## config.mk

```make
export PLATFORM = sky130hd
export DESIGN_NAME = pic_wake_ctrl
export DESIGN_NICKNAME = d
export VERILOG_FILES = /design/src/rtl/pic_wake_pkg.sv /design/src/rtl/pic_cfg_regs.sv /design/src/rtl/pic_route.sv /design/src/rtl/pic_low_idx.sv /design/src/rtl/pic_wake_gen.sv /design/src/rtl/pic_wake_ctrl.sv
export SDC_FILE = /design/constraint.sdc
export NUM_CORES = 1
export LEC_CHECK = 0
export BUFFER_PORTS_ARGS = -buffer_cell sky130_fd_sc_hd__buf_4
export CAP_MARGIN = 20
export CORE_UTILIZATION = 34
export CTS_CLUSTER_DIAMETER = 150
export DETAILED_ROUTE_END_ITERATION = 10
export GPL_ROUTABILITY_DRIVEN = 0
export HOLD_SLACK_MARGIN = 0.1
export SYNTH_ARGS = -nofsm -noshare
export SYNTH_HDL_FRONTEND = slang
export SYNTH_SLANG_ARGS = --single-unit
```

## constraint.sdc

```tcl
create_clock -name clk -period 3.45 [get_ports clk]
set_input_delay 0.1725 -clock clk [delete_from_list [all_inputs] [get_ports clk]]
set_output_delay 0.1725 -clock clk [all_outputs]
set_load 0.02 [all_outputs]
```

## src/rtl/pic_wake_pkg.sv

```systemverilog
package pic_wake_pkg;
  localparam int PIC_DW = 32;
  localparam int PIC_AW = 3;
  localparam logic [PIC_AW-1:0] ADR_ENA  = 3'd0;
  localparam logic [PIC_AW-1:0] ADR_STEER = 3'd1;
  localparam logic [PIC_AW-1:0] ADR_QUAL = 3'd2;
  localparam logic [PIC_AW-1:0] ADR_WAKE = 3'd3;
  localparam logic [PIC_AW-1:0] ADR_PIRQ = 3'd4;
  localparam logic [PIC_AW-1:0] ADR_PFIQ = 3'd5;
  localparam logic [PIC_AW-1:0] ADR_RAW  = 3'd6;

  typedef struct packed {
    logic [PIC_DW-1:0] ena;
    logic [PIC_DW-1:0] steer;
    logic [PIC_DW-1:0] wake;
    logic              qual;
  } pic_cfg_t;
endpackage

```

## src/rtl/pic_cfg_regs.sv

```systemverilog
module pic_cfg_regs
  import pic_wake_pkg::*;
#(
  parameter int N_GPIO_WAKE = 28,
  parameter int WAKE_RTC_BIT = 31
) (
  input  logic              clk,
  input  logic              rst,
  input  logic              wr_en_i,
  input  logic [PIC_AW-1:0] wr_addr_i,
  input  logic [PIC_DW-1:0] wr_data_i,
  input  logic [PIC_AW-1:0] rd_addr_i,
  input  logic [PIC_DW-1:0] pend_irq_i,
  input  logic [PIC_DW-1:0] pend_fiq_i,
  input  logic [PIC_DW-1:0] raw_i,
  output pic_cfg_t          cfg_o,
  output logic [PIC_DW-1:0] rd_data_o
);
  localparam logic [PIC_DW-1:0] WAKE_WMASK =
    ((PIC_DW'(1) << N_GPIO_WAKE) - PIC_DW'(1)) | (PIC_DW'(1) << WAKE_RTC_BIT);

  pic_cfg_t cfg_q;
  logic [PIC_DW-1:0] rd_mux;

  always_ff @(posedge clk) begin
    if (rst) begin
      cfg_q <= '0;
    end else if (wr_en_i) begin
      case (wr_addr_i)
        ADR_ENA:   cfg_q.ena   <= wr_data_i;
        ADR_STEER: cfg_q.steer <= wr_data_i;
        ADR_QUAL:  cfg_q.qual  <= wr_data_i[0];
        ADR_WAKE:  cfg_q.wake  <= wr_data_i & WAKE_WMASK;
        default:   ;
      endcase
    end
  end

  always_comb begin
    case (rd_addr_i)
      ADR_ENA:   rd_mux = cfg_q.ena;
      ADR_STEER: rd_mux = cfg_q.steer;
      ADR_QUAL:  rd_mux = {{(PIC_DW-1){1'b0}}, cfg_q.qual};
      ADR_WAKE:  rd_mux = cfg_q.wake;
      ADR_PIRQ:  rd_mux = pend_irq_i;
      ADR_PFIQ:  rd_mux = pend_fiq_i;
      ADR_RAW:   rd_mux = raw_i;
      default:   rd_mux = '0;
    endcase
  end

  always_ff @(posedge clk) begin
    if (rst) rd_data_o <= '0;
    else     rd_data_o <= rd_mux;
  end

  assign cfg_o = cfg_q;
endmodule

```

## src/rtl/pic_route.sv

```systemverilog
module pic_route #(
  parameter int N_SRC = 32
) (
  input  logic             clk,
  input  logic             rst,
  input  logic [N_SRC-1:0] raw_i,
  input  logic [N_SRC-1:0] ena_i,
  input  logic [N_SRC-1:0] steer_i,
  input  logic             qual_i,
  output logic [N_SRC-1:0] pend_irq_o,
  output logic [N_SRC-1:0] pend_fiq_o,
  output logic             irq_o,
  output logic             fiq_o,
  output logic             idle_exit_o
);
  logic [N_SRC-1:0] gated;
  logic             idle_d;

  genvar g;
  generate
    for (g = 0; g < N_SRC; g++) begin : g_lane
      assign gated[g]      = raw_i[g] & ena_i[g];
      assign pend_irq_o[g] = gated[g] & ~steer_i[g];
      assign pend_fiq_o[g] = gated[g] &  steer_i[g];
    end
  endgenerate

  assign idle_d = qual_i ? (|gated) : (|raw_i);

  always_ff @(posedge clk) begin
    if (rst) begin
      irq_o       <= 1'b0;
      fiq_o       <= 1'b0;
      idle_exit_o <= 1'b0;
    end else begin
      irq_o       <= |pend_irq_o;
      fiq_o       <= |pend_fiq_o;
      idle_exit_o <= idle_d;
    end
  end
endmodule

```

## src/rtl/pic_low_idx.sv

```systemverilog
module pic_low_idx #(
  parameter int N_SRC = 32,
  localparam int IDXW = $clog2(N_SRC)
) (
  input  logic             clk,
  input  logic             rst,
  input  logic [N_SRC-1:0] vec_i,
  output logic [IDXW-1:0]  idx_o,
  output logic             vld_o
);
  logic [IDXW-1:0] idx_d;

  always_comb begin
    idx_d = '0;
    for (int i = N_SRC - 1; i >= 0; i--) begin
      if (vec_i[i]) idx_d = IDXW'(i);
    end
  end

  always_ff @(posedge clk) begin
    if (rst) begin
      idx_o <= '0;
      vld_o <= 1'b0;
    end else begin
      idx_o <= idx_d;
      vld_o <= |vec_i;
    end
  end
endmodule

```

## src/rtl/pic_wake_gen.sv

```systemverilog
module pic_wake_gen #(
  parameter int N_GPIO_WAKE = 28
) (
  input  logic                   clk,
  input  logic                   rst,
  input  logic [N_GPIO_WAKE-1:0] edge_i,
  input  logic [N_GPIO_WAKE-1:0] gpio_en_i,
  input  logic                   rtc_i,
  input  logic                   rtc_en_i,
  output logic                   wake_o
);
  always_ff @(posedge clk) begin
    if (rst) wake_o <= 1'b0;
    else     wake_o <= (|(edge_i & gpio_en_i)) | (rtc_i & rtc_en_i);
  end
endmodule

```

## src/rtl/pic_wake_ctrl.sv

```systemverilog
module pic_wake_ctrl
  import pic_wake_pkg::*;
#(
  parameter int N_GPIO_WAKE = 28,
  parameter int RTC_IDX = 31,
  parameter int WAKE_RTC_BIT = 31,
  localparam int N_SRC = PIC_DW,
  localparam int IDXW = $clog2(N_SRC)
) (
  input  logic                   clk,
  input  logic                   rst,
  input  logic [N_SRC-1:0]       src_i,
  input  logic [N_GPIO_WAKE-1:0] gpio_edge_i,
  input  logic                   wr_en_i,
  input  logic [PIC_AW-1:0]      wr_addr_i,
  input  logic [PIC_DW-1:0]      wr_data_i,
  input  logic [PIC_AW-1:0]      rd_addr_i,
  output logic [PIC_DW-1:0]      rd_data_o,
  output logic                   irq_o,
  output logic                   fiq_o,
  output logic [IDXW-1:0]        irq_idx_o,
  output logic                   irq_idx_vld_o,
  output logic                   wake_o,
  output logic                   idle_exit_o
);
  pic_cfg_t         cfg;
  logic [N_SRC-1:0] pend_irq;
  logic [N_SRC-1:0] pend_fiq;

  pic_cfg_regs #(.N_GPIO_WAKE(N_GPIO_WAKE), .WAKE_RTC_BIT(WAKE_RTC_BIT)) regs_i (
    .clk(clk), .rst(rst),
    .wr_en_i(wr_en_i), .wr_addr_i(wr_addr_i), .wr_data_i(wr_data_i),
    .rd_addr_i(rd_addr_i),
    .pend_irq_i(pend_irq), .pend_fiq_i(pend_fiq), .raw_i(src_i),
    .cfg_o(cfg), .rd_data_o(rd_data_o)
  );

  pic_route #(.N_SRC(N_SRC)) route_i (
    .clk(clk), .rst(rst),
    .raw_i(src_i), .ena_i(cfg.ena), .steer_i(cfg.steer), .qual_i(cfg.qual),
    .pend_irq_o(pend_irq), .pend_fiq_o(pend_fiq),
    .irq_o(irq_o), .fiq_o(fiq_o), .idle_exit_o(idle_exit_o)
  );

  pic_low_idx #(.N_SRC(N_SRC)) idx_i (
    .clk(clk), .rst(rst), .vec_i(pend_irq),
    .idx_o(irq_idx_o), .vld_o(irq_idx_vld_o)
  );

  pic_wake_gen #(.N_GPIO_WAKE(N_GPIO_WAKE)) wake_i (
    .clk(clk), .rst(rst),
    .edge_i(gpio_edge_i), .gpio_en_i(cfg.wake[N_GPIO_WAKE-1:0]),
    .rtc_i(src_i[RTC_IDX]), .rtc_en_i(cfg.wake[WAKE_RTC_BIT]),
    .wake_o(wake_o)
  );
endmodule

```

### Yosys cells after proc, flatten, opt, wreduce, memory -nomap -nowiden

Cells that the tools add are included.
W data, S select, Z words.

| operators by class | value |
|---|---|
| equal/unequal tests | 9 |
| muxes and demuxes | 33 |
| bitwise logic cells | 131 |
| reductions and logical operators | 16 |

Operators by type and width:

| operator | number |
|---|---|
| $pmux W32 S7 | 1 |
| $reduce_or A32 Y1 | 4 |
| $and A1 B1 Y1 | 97 |
| $mux W5 | 16 |
| $mux W4 | 8 |
| $not A1 Y1 | 32 |
| $and A28 B28 Y28 | 1 |
| $reduce_or A28 Y1 | 1 |
| $reduce_or A17 Y1 | 1 |
| $eq A3 B2 Y1 const B | 4 |
| $mux W3 | 4 |
| $eq A3 B3 Y1 const B | 3 |
| $reduce_or A9 Y1 | 1 |
| $reduce_and A2 Y1 | 4 |
| $eq A3 B1 Y1 const B | 2 |
| $logic_not A3 Y1 | 2 |
| $reduce_or A5 Y1 | 1 |
| $mux W2 | 2 |
| $reduce_or A3 Y1 | 1 |
| $mux W1 | 2 |
| $reduce_or A2 Y1 | 1 |
| $or A1 B1 Y1 | 1 |

| word-level totals | value |
|---|---|
| flip-flop bits (word level) | 135 |
| input bits | 101 |
| output and inout bits | 42 |

### Logic depth before layout (Yosys ltp)

| depth | value |
|---|---|
| depth in word-level cells | 33 |
| mapped depth | 8 |
| depth with buffers taken out | 6 |

### By module

Synthesis repeated with hierarchy kept, for this count alone.

| second synthesis, totals | value |
|---|---|
| cell total of the unflattened synthesis | 920 |
| area total of the unflattened synthesis | 7279.5 µm² |

Modules (own cells, without submodules):

| module | times used | cells an instance | area each (µm²) | seq. area each (µm²) |
|---|---|---|---|---|
| pic_cfg_regs | 1 | 663 | 5581.6 | 2522.4 |
| pic_route | 1 | 160 | 993.5 | 60.1 |
| pic_low_idx | 1 | 77 | 543.0 | 120.1 |
| pic_wake_gen | 1 | 20 | 161.4 | 20.0 |

### Least setup slack after synthesis

No wires, ideal clock.

| path | value |
|---|---|
| path kind | register -> register |
| start | register regs_i.cfg_q (netlist bit regs_i.cfg_o[61]) |
| end | register idx_i.idx_o[2] |
| arrival | 1.505 ns |
| path slack | 1.854 ns |
| cell stages (with the launch flop) | 7 |
| path buffers | 0 |
| period minus slack after synthesis | 1.596 ns |
| cells stage by stage | dfxtp_1 nand3b_2 o2111ai_2 or4b_1 a21oi_1 o21ai_1 a311oi_1 |

| between the ends | value |
|---|---|
| word-level cells in the longest chain between the ends | 27 |

Ends and longest elaborated chain:

| element | RTL line | text |
|---|---|---|
| start: declaration | pic_cfg_regs.sv:22 | `pic_cfg_t cfg_q;` |
| $not A1 Y1 | pic_route.sv:23 | `assign pend_irq_o[g] = gated[g] & ~steer_i[g];` |
| $and A1 B1 Y1 | pic_route.sv:23 |  |
| $mux W5 (13 in a row) | pic_low_idx.sv:16 | `if (vec_i[i]) idx_d = IDXW'(i);` |
| $mux W4 (8 in a row) | pic_low_idx.sv:16 |  |
| $mux W3 (4 in a row) | pic_low_idx.sv:16 |  |
| end signal: assignment | pic_low_idx.sv:25 | `idx_o <= idx_d;` |
| end: declaration | pic_low_idx.sv:8 | `output logic [IDXW-1:0] idx_o,` |

Every way passes these cells.
A chain may end at the register's enable or synchronous reset.

### Final worst setup path

| path | value |
|---|---|
| start | register regs_i.cfg_q (netlist bit regs_i.cfg_o[3]) |
| end | register wake_i.wake_o |

| between the ends | value |
|---|---|
| word-level cells in the longest chain between the ends | 3 |

Ends and longest elaborated chain:

| element | RTL line | text |
|---|---|---|
| $and A28 B28 Y28 | pic_wake_gen.sv:14 | `else wake_o <= (\|(edge_i & gpio_en_i)) \| (rtc_i & rtc_en_i);` |
| $reduce_or A28 Y1 | pic_wake_gen.sv:14 |  |
| $or A1 B1 Y1 | pic_wake_gen.sv:14 |  |
| end signal: assignment | pic_wake_gen.sv:14 |  |
| end: declaration | pic_wake_gen.sv:10 | `output logic wake_o` |

Every way passes these cells.

==> flow_summary.yaml <==
pwr:
  seq_power_share_pct: 40.8
  p_switching_mw: 1.05
  switching_share_pct: 26.0
  leakage_nw: 3.50
  clock_power_share_pct: 46.5
  power_density_nw_per_um2: 446
  p_comb_share_pct: 12.7
  ir_drop_mv: 0.320
  internal_power_mw: 2.99
timing:
  finalMaxSlewViolations: 0
  min_period_ns: 2.23
  worstMarginPinSlew_ns: 0.847
  grt_setup_unrepaired: "false"
  hold_viol: 0
  fin_crit_sh_pct: 64.8
  tns_ns: 0
  fmax_mhz: 447
  timing.hold.ws_ns: 0.112
  skew_ns: 0.00992
  setup_violations: 0
  slew_headroom_pct: 43.6
cells_and_area:
  antenna_cells: 0
  fin_nets: 1209
  stdcell_area_um2: 9070
  drive_gt1_share_pct: 17.2
  area_growth_syn_to_layout_pct: 34.3
  fillers: 2004
  final_cells: 1385
grt:
  grt_pass1_vias: 6976
  grt_remaining_overflow: 0
  grt_usage_pct: 27.7
  antenna_found_initial: 0
  grt_pass1_wl_mm: 41.8
  grt_max_degree: 65
  use_met2_pct: 43.2
  busiest_layer: "met2"
  grt_util_met1_pct: 38.2
  grtUsageMet3_pct: 5.03
status:
  status: "completed"
floorplanning:
  chipHeight_um: 143
  num_rows: 51
  initial_core_util_pct: 34.7
  die_width_um: 143
  core_area_um2: 19500
  boundaryPins: 143
  die_area_um2: 20400
routing:
  via_count: 7846
  drtAntennaViolNets: 0
  drc: 0
  finalWirelength_mm: 27.7
  drt_iter0_markers: 957
  wl_per_cell_um: 20.0
  first_pass_iters: 6
  via_per_inst: 5.66
synthesis:
  yosys-top-cells-area: "dfxtp_1, nand2_1, a21oi_1"
  syn_inst: 951
  synth_flop_cell: "dfxtp_1"
  syn_area_um2: 6750
  syn_area_per_cell_um2: 7.10
  synthTopCellsByCount: "nand2_1, dfxtp_1, a21oi_1, nand3_1, nor2_1"
  post-synth-top-area-cell: "dfxtp_1"
  synth_seq_area_share_pct: 40.0
  yosysTopAreaCellShare_pct: 40.0
  syn-num-nets: 1052
  ys_async_sr_fraction_pct: 0
  ys_ff_latch: 135
  synthDistinctLibCells: 56
  synth_edf_count: 0
  synth_most_common_cell: "nand2_1"
  yosysWarningCount: 0
place:
  portBuffers: 142
  dp.final_hpwl_mm: 20.2
  placed_cells: 1307
  place_area_um2: 7990
clock_tree:
  ctsResizeCount: 0
  clkSinkCount: 135
  clockBufferDepth: 2
  clk_pin_slew_ns: 0.06
  cts_made_buffers: 17
  cts_root_buf: "clkbuf_16"
  cts_tree: "yes"
  h-tree-depth: 4
  clock_latency_ns: 0.44
setup_path:
  critical_path_arrival_ns: 2.56
  cp_max_fo: 3
  startpoint_type: "flip-flop"
  endpoint: "wake_i.wake_o"
  critPathKind: "reg2reg"
  required_ns: 3.77
  r2r-start: "regs_i.cfg_o[3]"
  ff2ff_path_depth: 5
  startpoint: "regs_i.cfg_o[3]"
  endpoint_kind: "flip-flop"
  reg2reg_to: "wake_i.wake_o"
  r2r_slack_ns: 1.22
flow_run:
  drv_cap: 0
worst_hold_path:
  hold_class: "in2reg"
==> power by group through the flow <==
stage	Combinational [mW]	Clock, mW	Sequential (mW)
2_1_floorplan	0.204	0	1.69
6_report	0.514	1.88	1.65
4_1_cts	0.506	1.89	1.65
3_3_place_gp	0.459	0	1.68
3_5_place_dp	0.461	0	1.68
5_1_grt	0.553	1.95	1.66
==> cells by family (layout without fill, tap and decap cells) <==
| group | Yosys count | count (layout) | synth area share [%] |
|---|---|---|---|
| and+or+nand+nor | 473 | 473 | 30.8 |
| AOI/OAI and AO/OA | 251 | 251 | 23.4 |
| DFF | 135 | 135 | 40.0 |
| buffers and inverters | 87 | 256 | 5.00 |
| muxes | 5 | 5 | 0.760 |
==> sequential cells by signal, indices dropped and copies added, names as in the netlist <==
| register | count |
|---|---|
| regs_i.rd_data_o | 32 |
| route_i.idle_exit_o | 1 |
| route_i.fiq_o | 1 |
| route_i.irq_o | 1 |
| idx_i.idx_o | 5 |
| wake_i.wake_o | 1 |
| regs_i.cfg_o | 94 |
==> per-stage QoR <==
stage | worst slack [ns] | total power [mW] | util [%]
detailed placement | 1.50 | 2.15 | 41.1
floorplan | 1.85 | 1.90 | -
global route | 1.16 | 4.16 | 46.6
finish | 1.22 | 4.04 | 46.6
global placement | 1.58 | 2.14 | 41.1
CTS | 1.22 | 4.05 | 46.6
==> how the worst min path moves through the flow <==
| stage | start | to | slack (ns) | cells after the start |
|---|---|---|---|---|
| finish | src_i[10] | regs_i.rd_data_o[10] | 0.11 | 3 |
| global route | src_i[1] | regs_i.rd_data_o[1] | 0.14 | 3 |
| CTS | src_i[10] | regs_i.rd_data_o[10] | 0.11 | 3 |
| detailed placement | wr_data_i[29] | regs_i.cfg_o[62] | 0.44 | 3 |
| global placement | wr_data_i[28] | regs_i.cfg_o[61] | 0.44 | 3 |
| floorplan | wr_data_i[9] | regs_i.cfg_o[10] | 0.31 | 2 |
==> critical path: stages, from the launching register on <==
cell           delay, ns
dfxtp_1             0.35
a22o_1              0.29
a221oi_1            0.21
dlygate4sd3_1       0.58
a41oi_1             0.09
dlygate4sd3_1       0.59
==> repair_timing <==
item | CTS | global route
endpoints found under the hold margin | 107 | 0
hold buffers | 47 | 0
setup buffers | 0 | 0
==> area by class of cell <==
class                      count  area, µm²  area share, %
multi-input combinational    729       3720           41.0
sequential                   135       2700           29.8
timing repair buffer         199       1610           17.8
clock buffer                  19        453           5.00
tap                          265        332           3.66
clock inverter                12        153           1.68
inverter                      26       97.6           1.08
==> routing by layer <==
metal,vias up,share of wire (%)
li1,3690,-
met1,3627,43
met2,465,45
met3,64,9.9
met4,0,2.6
met5,-,0
==> cells in the final DEF (no fill, tap or decap), types with 9 or more instances in the layout <==
master         netlist  routed
nand2_1            274     274
buf_4                1     152
dfxtp_1            135     135
a21oi_1            111     111
nand3_1             58      58
nor2_1              57      56
dlygate4sd3_1        0      47
o21ai_0             39      39
inv_1               26      26
a221oi_1            20      20
nand4_1             18      18
clkbuf_16            0      17
nor3_1              16      15
nor4_1              13      13
o22ai_1             12      12
a311oi_1            12      12
a22oi_1             11      11
a222oi_1             9       9
Power figures use the tool's default switching activity.
